[config.mk]
export PLATFORM = sky130hd
export DESIGN_NAME = khbPredictor
export DESIGN_NICKNAME = d
export VERILOG_FILES = /design/src/rtl/khb_pkg.sv /design/src/rtl/khbMixer.sv /design/src/rtl/khbCtrl.sv /design/src/rtl/khbDatapath.sv /design/src/rtl/khbPredictor.sv
export SDC_FILE = /design/constraint.sdc
export NUM_CORES = 1
export LEC_CHECK = 0
export ABC_AREA = 1
export BUFFER_PORTS_ARGS = -buffer_cell sky130_fd_sc_hd__buf_2
export CAP_MARGIN = 20
export CORE_AREA = 2 2 359 290
export DETAILED_ROUTE_END_ITERATION = 8
export DIE_AREA = 0 0 361 292
export SYNTH_ARGS = -nofsm -noshare
export SYNTH_HDL_FRONTEND = slang
export SYNTH_SLANG_ARGS = --single-unit
[constraint.sdc]
create_clock -name clk -period 3.4 [get_ports clk]
set_input_delay 0.51 -clock clk [delete_from_list [all_inputs] [get_ports clk]]
set_output_delay 0.51 -clock clk [all_outputs]
set_load 0.01 [all_outputs]
[src/rtl/khb_pkg.sv]
package khb_pkg;

  typedef struct packed {
    logic predFire;
    logic updFire;
  } khbStrobe_t;

endpackage

[src/rtl/khbMixer.sv]
module khbMixer #(
  parameter int W = 32,
  parameter int ROUNDS = 4,
  parameter int IDX_W = 8,
  parameter int ROT_A = 5,
  parameter int ROT_B = 13,
  parameter int RC_STEP = 8,
  parameter int SEL_STEP = 5,
  parameter int SEL_OFS = 3,
  parameter logic [W-1:0] RC_BASE = 32'h9E3779B9
) (
  input  logic [W-1:0]     din,
  input  logic [IDX_W-1:0] key,
  output logic [IDX_W-1:0] idx
);

  logic [W-1:0] stage [ROUNDS+1];

  assign stage[0] = din;

  for (genvar r = 0; r < ROUNDS; r++) begin : g_round
    localparam int K = (RC_STEP * r) % W;
    localparam logic [W-1:0] RC = (RC_BASE << K) | (RC_BASE >> (W - K));
    logic [W-1:0] rotA;
    logic [W-1:0] rotB;
    assign rotA = (stage[r] << ROT_A) | (stage[r] >> (W - ROT_A));
    assign rotB = (stage[r] << ROT_B) | (stage[r] >> (W - ROT_B));
    assign stage[r+1] = stage[r] ^ rotA ^ rotB ^ RC;
  end

  for (genvar i = 0; i < IDX_W; i++) begin : g_sel
    assign idx[i] = stage[ROUNDS][(SEL_STEP * i + SEL_OFS) % W] ^ key[i];
  end

endmodule

[src/rtl/khbCtrl.sv]
module khbCtrl
  import khb_pkg::*;
(
  input  logic       clk,
  input  logic       rstN,
  input  logic       predReq,
  input  logic       updReq,
  output khbStrobe_t strobe,
  output logic       predValid
);

  always_comb begin
    strobe.predFire = predReq;
    strobe.updFire  = updReq;
  end

  always_ff @(posedge clk or negedge rstN) begin
    if (!rstN) predValid <= 1'b0;
    else       predValid <= predReq;
  end

  AST_VALID_AFTER_REQ: assert property (@(posedge clk) disable iff (!rstN)
    predReq |=> predValid);
  AST_NO_VALID_WITHOUT_REQ: assert property (@(posedge clk) disable iff (!rstN)
    !predReq |=> !predValid);

endmodule

[src/rtl/khbDatapath.sv]
module khbDatapath
  import khb_pkg::*;
#(
  parameter int ADDR_W = 32,
  parameter int HIST_W = 16,
  parameter int IDX_W = 8,
  parameter int CNT_PER_ROW = 8,
  parameter int MIX_ROUNDS = 4
) (
  input  logic              clk,
  input  logic              rstN,
  input  khbStrobe_t        strobe,
  input  logic [ADDR_W-1:0] predAddr,
  input  logic [IDX_W-1:0]  predIdxKey,
  input  logic [ADDR_W-1:0] updAddr,
  input  logic [IDX_W-1:0]  updIdxKey,
  input  logic [HIST_W-1:0] updHistKey,
  input  logic              updTaken,
  output logic              predTaken
);

  localparam int SLOT_W   = $clog2(CNT_PER_ROW);
  localparam int ROW_W    = IDX_W - SLOT_W;
  localparam int ROWS     = 1 << ROW_W;
  localparam int ROW_BITS = 2 * CNT_PER_ROW;
  localparam int MIX_W    = 2 * HIST_W;

  logic [ROW_BITS-1:0] tblQ [ROWS];
  logic [HIST_W-1:0]   histQ;

  logic [IDX_W-1:0] predIdx;
  logic [IDX_W-1:0] updIdx;
  logic [1:0]       predCnt;
  logic [1:0]       updOld;
  logic [1:0]       updNew;

  khbMixer #(.W(MIX_W), .ROUNDS(MIX_ROUNDS), .IDX_W(IDX_W)) u_predMix (
    .din ({predAddr[ADDR_W-1 -: HIST_W], histQ}),
    .key (predIdxKey),
    .idx (predIdx)
  );

  khbMixer #(.W(MIX_W), .ROUNDS(MIX_ROUNDS), .IDX_W(IDX_W)) u_updMix (
    .din ({updAddr[ADDR_W-1 -: HIST_W], histQ}),
    .key (updIdxKey),
    .idx (updIdx)
  );

  function automatic logic [1:0] cntAt(input logic [IDX_W-1:0] i);
    logic [ROW_BITS-1:0] row;
    row = tblQ[i[IDX_W-1:SLOT_W]];
    return row[i[SLOT_W-1:0]*2 +: 2];
  endfunction

  always_comb begin
    predCnt = cntAt(predIdx);
    updOld  = cntAt(updIdx);
    if (updTaken) updNew = (updOld == 2'd3) ? 2'd3 : updOld + 2'd1;
    else          updNew = (updOld == 2'd0) ? 2'd0 : updOld - 2'd1;
  end

  always_ff @(posedge clk or negedge rstN) begin
    if (!rstN) begin
      for (int r = 0; r < ROWS; r++) tblQ[r] <= {CNT_PER_ROW{2'b01}};
      histQ     <= '0;
      predTaken <= 1'b0;
    end else begin
      if (strobe.updFire) begin
        tblQ[updIdx[IDX_W-1:SLOT_W]][updIdx[SLOT_W-1:0]*2 +: 2] <= updNew;
        histQ <= updAddr[HIST_W-1:0] ^ updHistKey;
      end
      if (strobe.predFire) predTaken <= predCnt[1];
    end
  end

  AST_TAKEN_STEP: assert property (@(posedge clk) disable iff (!rstN)
    strobe.updFire && updTaken |=>
      (cntAt($past(updIdx)) == (($past(updOld) == 2'd3) ? 2'd3 : $past(updOld) + 2'd1)));
  AST_NOT_TAKEN_STEP: assert property (@(posedge clk) disable iff (!rstN)
    strobe.updFire && !updTaken |=>
      (cntAt($past(updIdx)) == (($past(updOld) == 2'd0) ? 2'd0 : $past(updOld) - 2'd1)));
  AST_HIST_LOAD: assert property (@(posedge clk) disable iff (!rstN)
    strobe.updFire |=> (histQ == ($past(updAddr[HIST_W-1:0]) ^ $past(updHistKey))));
  AST_HIST_HOLD: assert property (@(posedge clk) disable iff (!rstN)
    !strobe.updFire |=> $stable(histQ));

endmodule

[src/rtl/khbPredictor.sv]
module khbPredictor
  import khb_pkg::*;
#(
  parameter int ADDR_W = 32,
  parameter int HIST_W = 16,
  parameter int IDX_W = 8,
  parameter int CNT_PER_ROW = 8,
  parameter int MIX_ROUNDS = 4
) (
  input  logic              clk,
  input  logic              rstN,
  input  logic              predReq,
  input  logic [ADDR_W-1:0] predAddr,
  input  logic [IDX_W-1:0]  predIdxKey,
  output logic              predValid,
  output logic              predTaken,
  input  logic              updReq,
  input  logic [ADDR_W-1:0] updAddr,
  input  logic [IDX_W-1:0]  updIdxKey,
  input  logic [HIST_W-1:0] updHistKey,
  input  logic              updTaken
);

  khbStrobe_t strobe;

  khbCtrl u_ctrl (
    .clk       (clk),
    .rstN      (rstN),
    .predReq   (predReq),
    .updReq    (updReq),
    .strobe    (strobe),
    .predValid (predValid)
  );

  khbDatapath #(
    .ADDR_W(ADDR_W), .HIST_W(HIST_W), .IDX_W(IDX_W),
    .CNT_PER_ROW(CNT_PER_ROW), .MIX_ROUNDS(MIX_ROUNDS)
  ) u_dp (
    .clk        (clk),
    .rstN       (rstN),
    .strobe     (strobe),
    .predAddr   (predAddr),
    .predIdxKey (predIdxKey),
    .updAddr    (updAddr),
    .updIdxKey  (updIdxKey),
    .updHistKey (updHistKey),
    .updTaken   (updTaken),
    .predTaken  (predTaken)
  );

endmodule

==> results.toml <==
[sta]
skew_ps = 25.3
post-route-period-util_pct = 114
maxSlewViolCount = 0
slew_headroom_pct = 46.5
rsz0062_at_grt = "true"
hold_viol_final = 0
max_freq_ghz = 0.257
layout_min_cycle_time_ps = 3890
setup_slack_ps = -487
worst_pin_slew_ps = 803
finalSetupViolCount = 513

[global_route]
grt_use_total_pct = 21.0
grt_pass1_wl_um = 169000
antenna_found_initial = 1
grt_pass1_vias = 26545
grt_start_max_net_pins = 81
grt_overflow_total = 0

[critical_path]
reg2reg_depth = 35
critPathCaptureType = "flip-flop"
worstPathRequired_ps = 3950
path_buf_inv = 9
cp_slowest_cell = "dfrtp_2"
r2r_slack_ps = -490
critPathTopFamily = "simple AND/OR/NAND/NOR gates"
regToRegEndpoint = "u_dp.tblQ[47]"
crit_arrival_ps = 4440
crit_top_cell = "nand2_1"
reg2reg_from = "u_dp.histQ[7]"
critPathMaxStageDelay_ps = 480
worstPathMaxFanout = 8
crit_type = "reg2reg"
start_kind = "flip-flop"

[cts]
cts_tree = "built"
htreeDepth = 2
cts_buffers = 56
clock_sinks = 526
clock_path_buffers = 3
clk_pin_slew_ps = 60
cts_root_buffer = "clkbuf_16"
clk_latency_ps = 650

[logic_synthesis]
yosys-top-cells-count = "888 x nor2_1, 659 x inv_1, 529 x nand2_1"
synth.distinct_cells = 44
synth_top_area_share_pct = 22.2
synth_most_common_cell = "nor2_1"
synth-seq-area-share_pct = 44.4
yosysTopAreaCell = "dfrtp_1"
synth_nets = 4089
synth_warnings = 0
netlist_instances = 3986
ys_async_sr_fraction_pct = 100
syn_area_per_cell_um2 = 7.62
synth_ff_type = "dfrtp_1"
synth_edf_count = 0
synth_area_mm2 = 0.0304
yosys-top-cells-area = "dfrtp_1 22%, dfstp_2 22%, nor2_1 11%"
synth-seq-cells = 526

[power]
p_sw_share_pct = 43.7
p_switching_w = 0.0142
pwr-share-clk_pct = 20.2
cell_internal_pwr_w = 0.0183
combPwrFrac_pct = 51.3
p_per_area_mw_per_mm2 = 855
p_leak_nw = 17.9
seq_power_share_pct = 28.5
ir_drop_v = 0.00119

[cells_and_area]
n_antenna_cell = 0
fin_cells = 5647
area_growth_pct = 25.2
final_nets = 4365
drive_gt1_share_pct = 24.1

[detailed_routing]
route.vias.total = 28580
ant_nets = 0
drt_iter0_markers = 3139
drc = 0
wl_per_cell_um = 20.5
routed_wirelength_um = 116000
firstDrtPassIters = 9
vias_per_cell = 5.06

[job]
cap_violations = 0

[place]
globalplace.congestion = 0.954
dpl.cell_count = 5500
portBuffers = 62
post-place-ws_ps = -686
place.detailed.hpwl_um = 77500

[status]
status = "finished, violations left"
violations = "setup timing"

[min_path]
holdPathEnd = "u_dp.histQ[0]"
min-delay-start = "updAddr[0]"
min_path_cells = 3
hp-class = "in2reg"

[die]
core-area_mm2 = 0.102
rows = 105
die_x_um = 361
die_h_um = 292
die_area_mm2 = 0.105
start_util_pct = 29.8
ios = 103
## layout make-up
cell class                      count  area (um^2)
Clock inverter                     18          255
Inverter                          674         2550
Tap cell                         1337         1670
Multi-Input combinational cell   2589        14100
Fill cell                       10333        63800
Sequential cell                   526        13500
Timing Repair Buffer              415         4310
Clock buffer                       88         1660
## power groups by stage
stage	registers [W]	logic [W]	clock network, W
6_report	0.00928	0.0167	0.00656
5_1_grt	0.00945	0.0176	0.00689
4_1_cts	0.00925	0.0156	0.00665
3_5_place_dp	0.00933	0.0152	0
3_3_place_gp	0.00929	0.0151	0
2_1_floorplan	0.00906	0.00780	0
## routing by layer
layer  up-vias  GRT usage (%)  share of wire [%]
met5         -              0              0.011
met1     13640           30.2                 44
met3       259           4.38                 10
met2      1354           30.8                 41
li1      13325              -                  -
met4         2           8.03                4.2
## through the flow
step	hold slack, ps	instance area [um^2]	TNS (ps)	utilization, %	power (W)
2_1_floorplan	214	30400	0	-	0.0169
3_3_place_gp	457	34900	-290110	34.3	0.0244
3_5_place_dp	461	34900	-291490	34.3	0.0245
4_1_cts	150	37300	-91330	36.6	0.0315
5_1_grt	181	38000	-273940	37.4	0.0339
6_report	165	38000	-155770	37.4	0.0325
## registers in the layout, indices dropped and copies added (netlist names)
| signal | flops |
|---|---|
| u_ctrl.predValid | 1 |
| u_dp.histQ | 12 |
| u_dp.predTaken | 1 |
| u_dp.tblQ | 512 |
## logic make-up after synthesis
family | after synthesis | synth area share [%]
AO/OA/AOI/OAI | 725 | 15.8
XOR/XNOR | 89 | 2.59
adder cells (fa/ha/maj) | 2 | 0.0823
buffers and inverters | 871 | 11.4
flip-flops | 526 | 44.4
multiplexers | 83 | 2.74
AND/OR/NAND/NOR | 1690 | 23.0
## worst min-delay path, cell delays in order
cell and delay, ps:
buf_2 80, xnor2_1 100, o21ai_0 70
## layout by cell type, fill, tap and decap left out, types with 14 or more instances in the layout
cell type    n
nor2_2      16
dfrtp_1    266
clkbuf_1    19
a22oi_1    102
or2_2       41
a21oi_1    196
nor2_1     869
buf_4      243
nand2_1    498
inv_1      656
dfstp_2    256
nand4_1     25
xnor2_1     48
clkbuf_16   69
nand3_2     25
o21a_1      14
o22ai_1     27
buf_2       61
a21oi_2     97
o221ai_1    67
nand2_2     29
o21ai_0     36
mux2i_1     82
nand3_1    147
o21ai_1     34
buf_12      85
o211ai_1   126
xor2_1      32
## timing repair
item | CTS | global route
hold buffers | 2 | 0
pin swaps | 20 | 36
resized for setup | 56 | 117
gates cloned | 4 | 12
setup endpoints to repair | 513 | 513
setup buffers | 13 | 12
endpoints found under the hold margin | 46 | 0
## worst max-delay path by stage
stage	from	endpoint	cells after the start
floorplan	updIdxKey[0]	u_dp.tblQ[264]	14
global placement	updAddr[18]	u_dp.tblQ[396]	26
detailed placement	updAddr[18]	u_dp.tblQ[284]	26
CTS	u_dp.histQ[7]	u_dp.tblQ[509]	32
global route	u_dp.histQ[7]	u_dp.tblQ[47]	35
finish	u_dp.histQ[7]	u_dp.tblQ[47]	35
No activity file was read; power rests on OpenSTA's default activity.
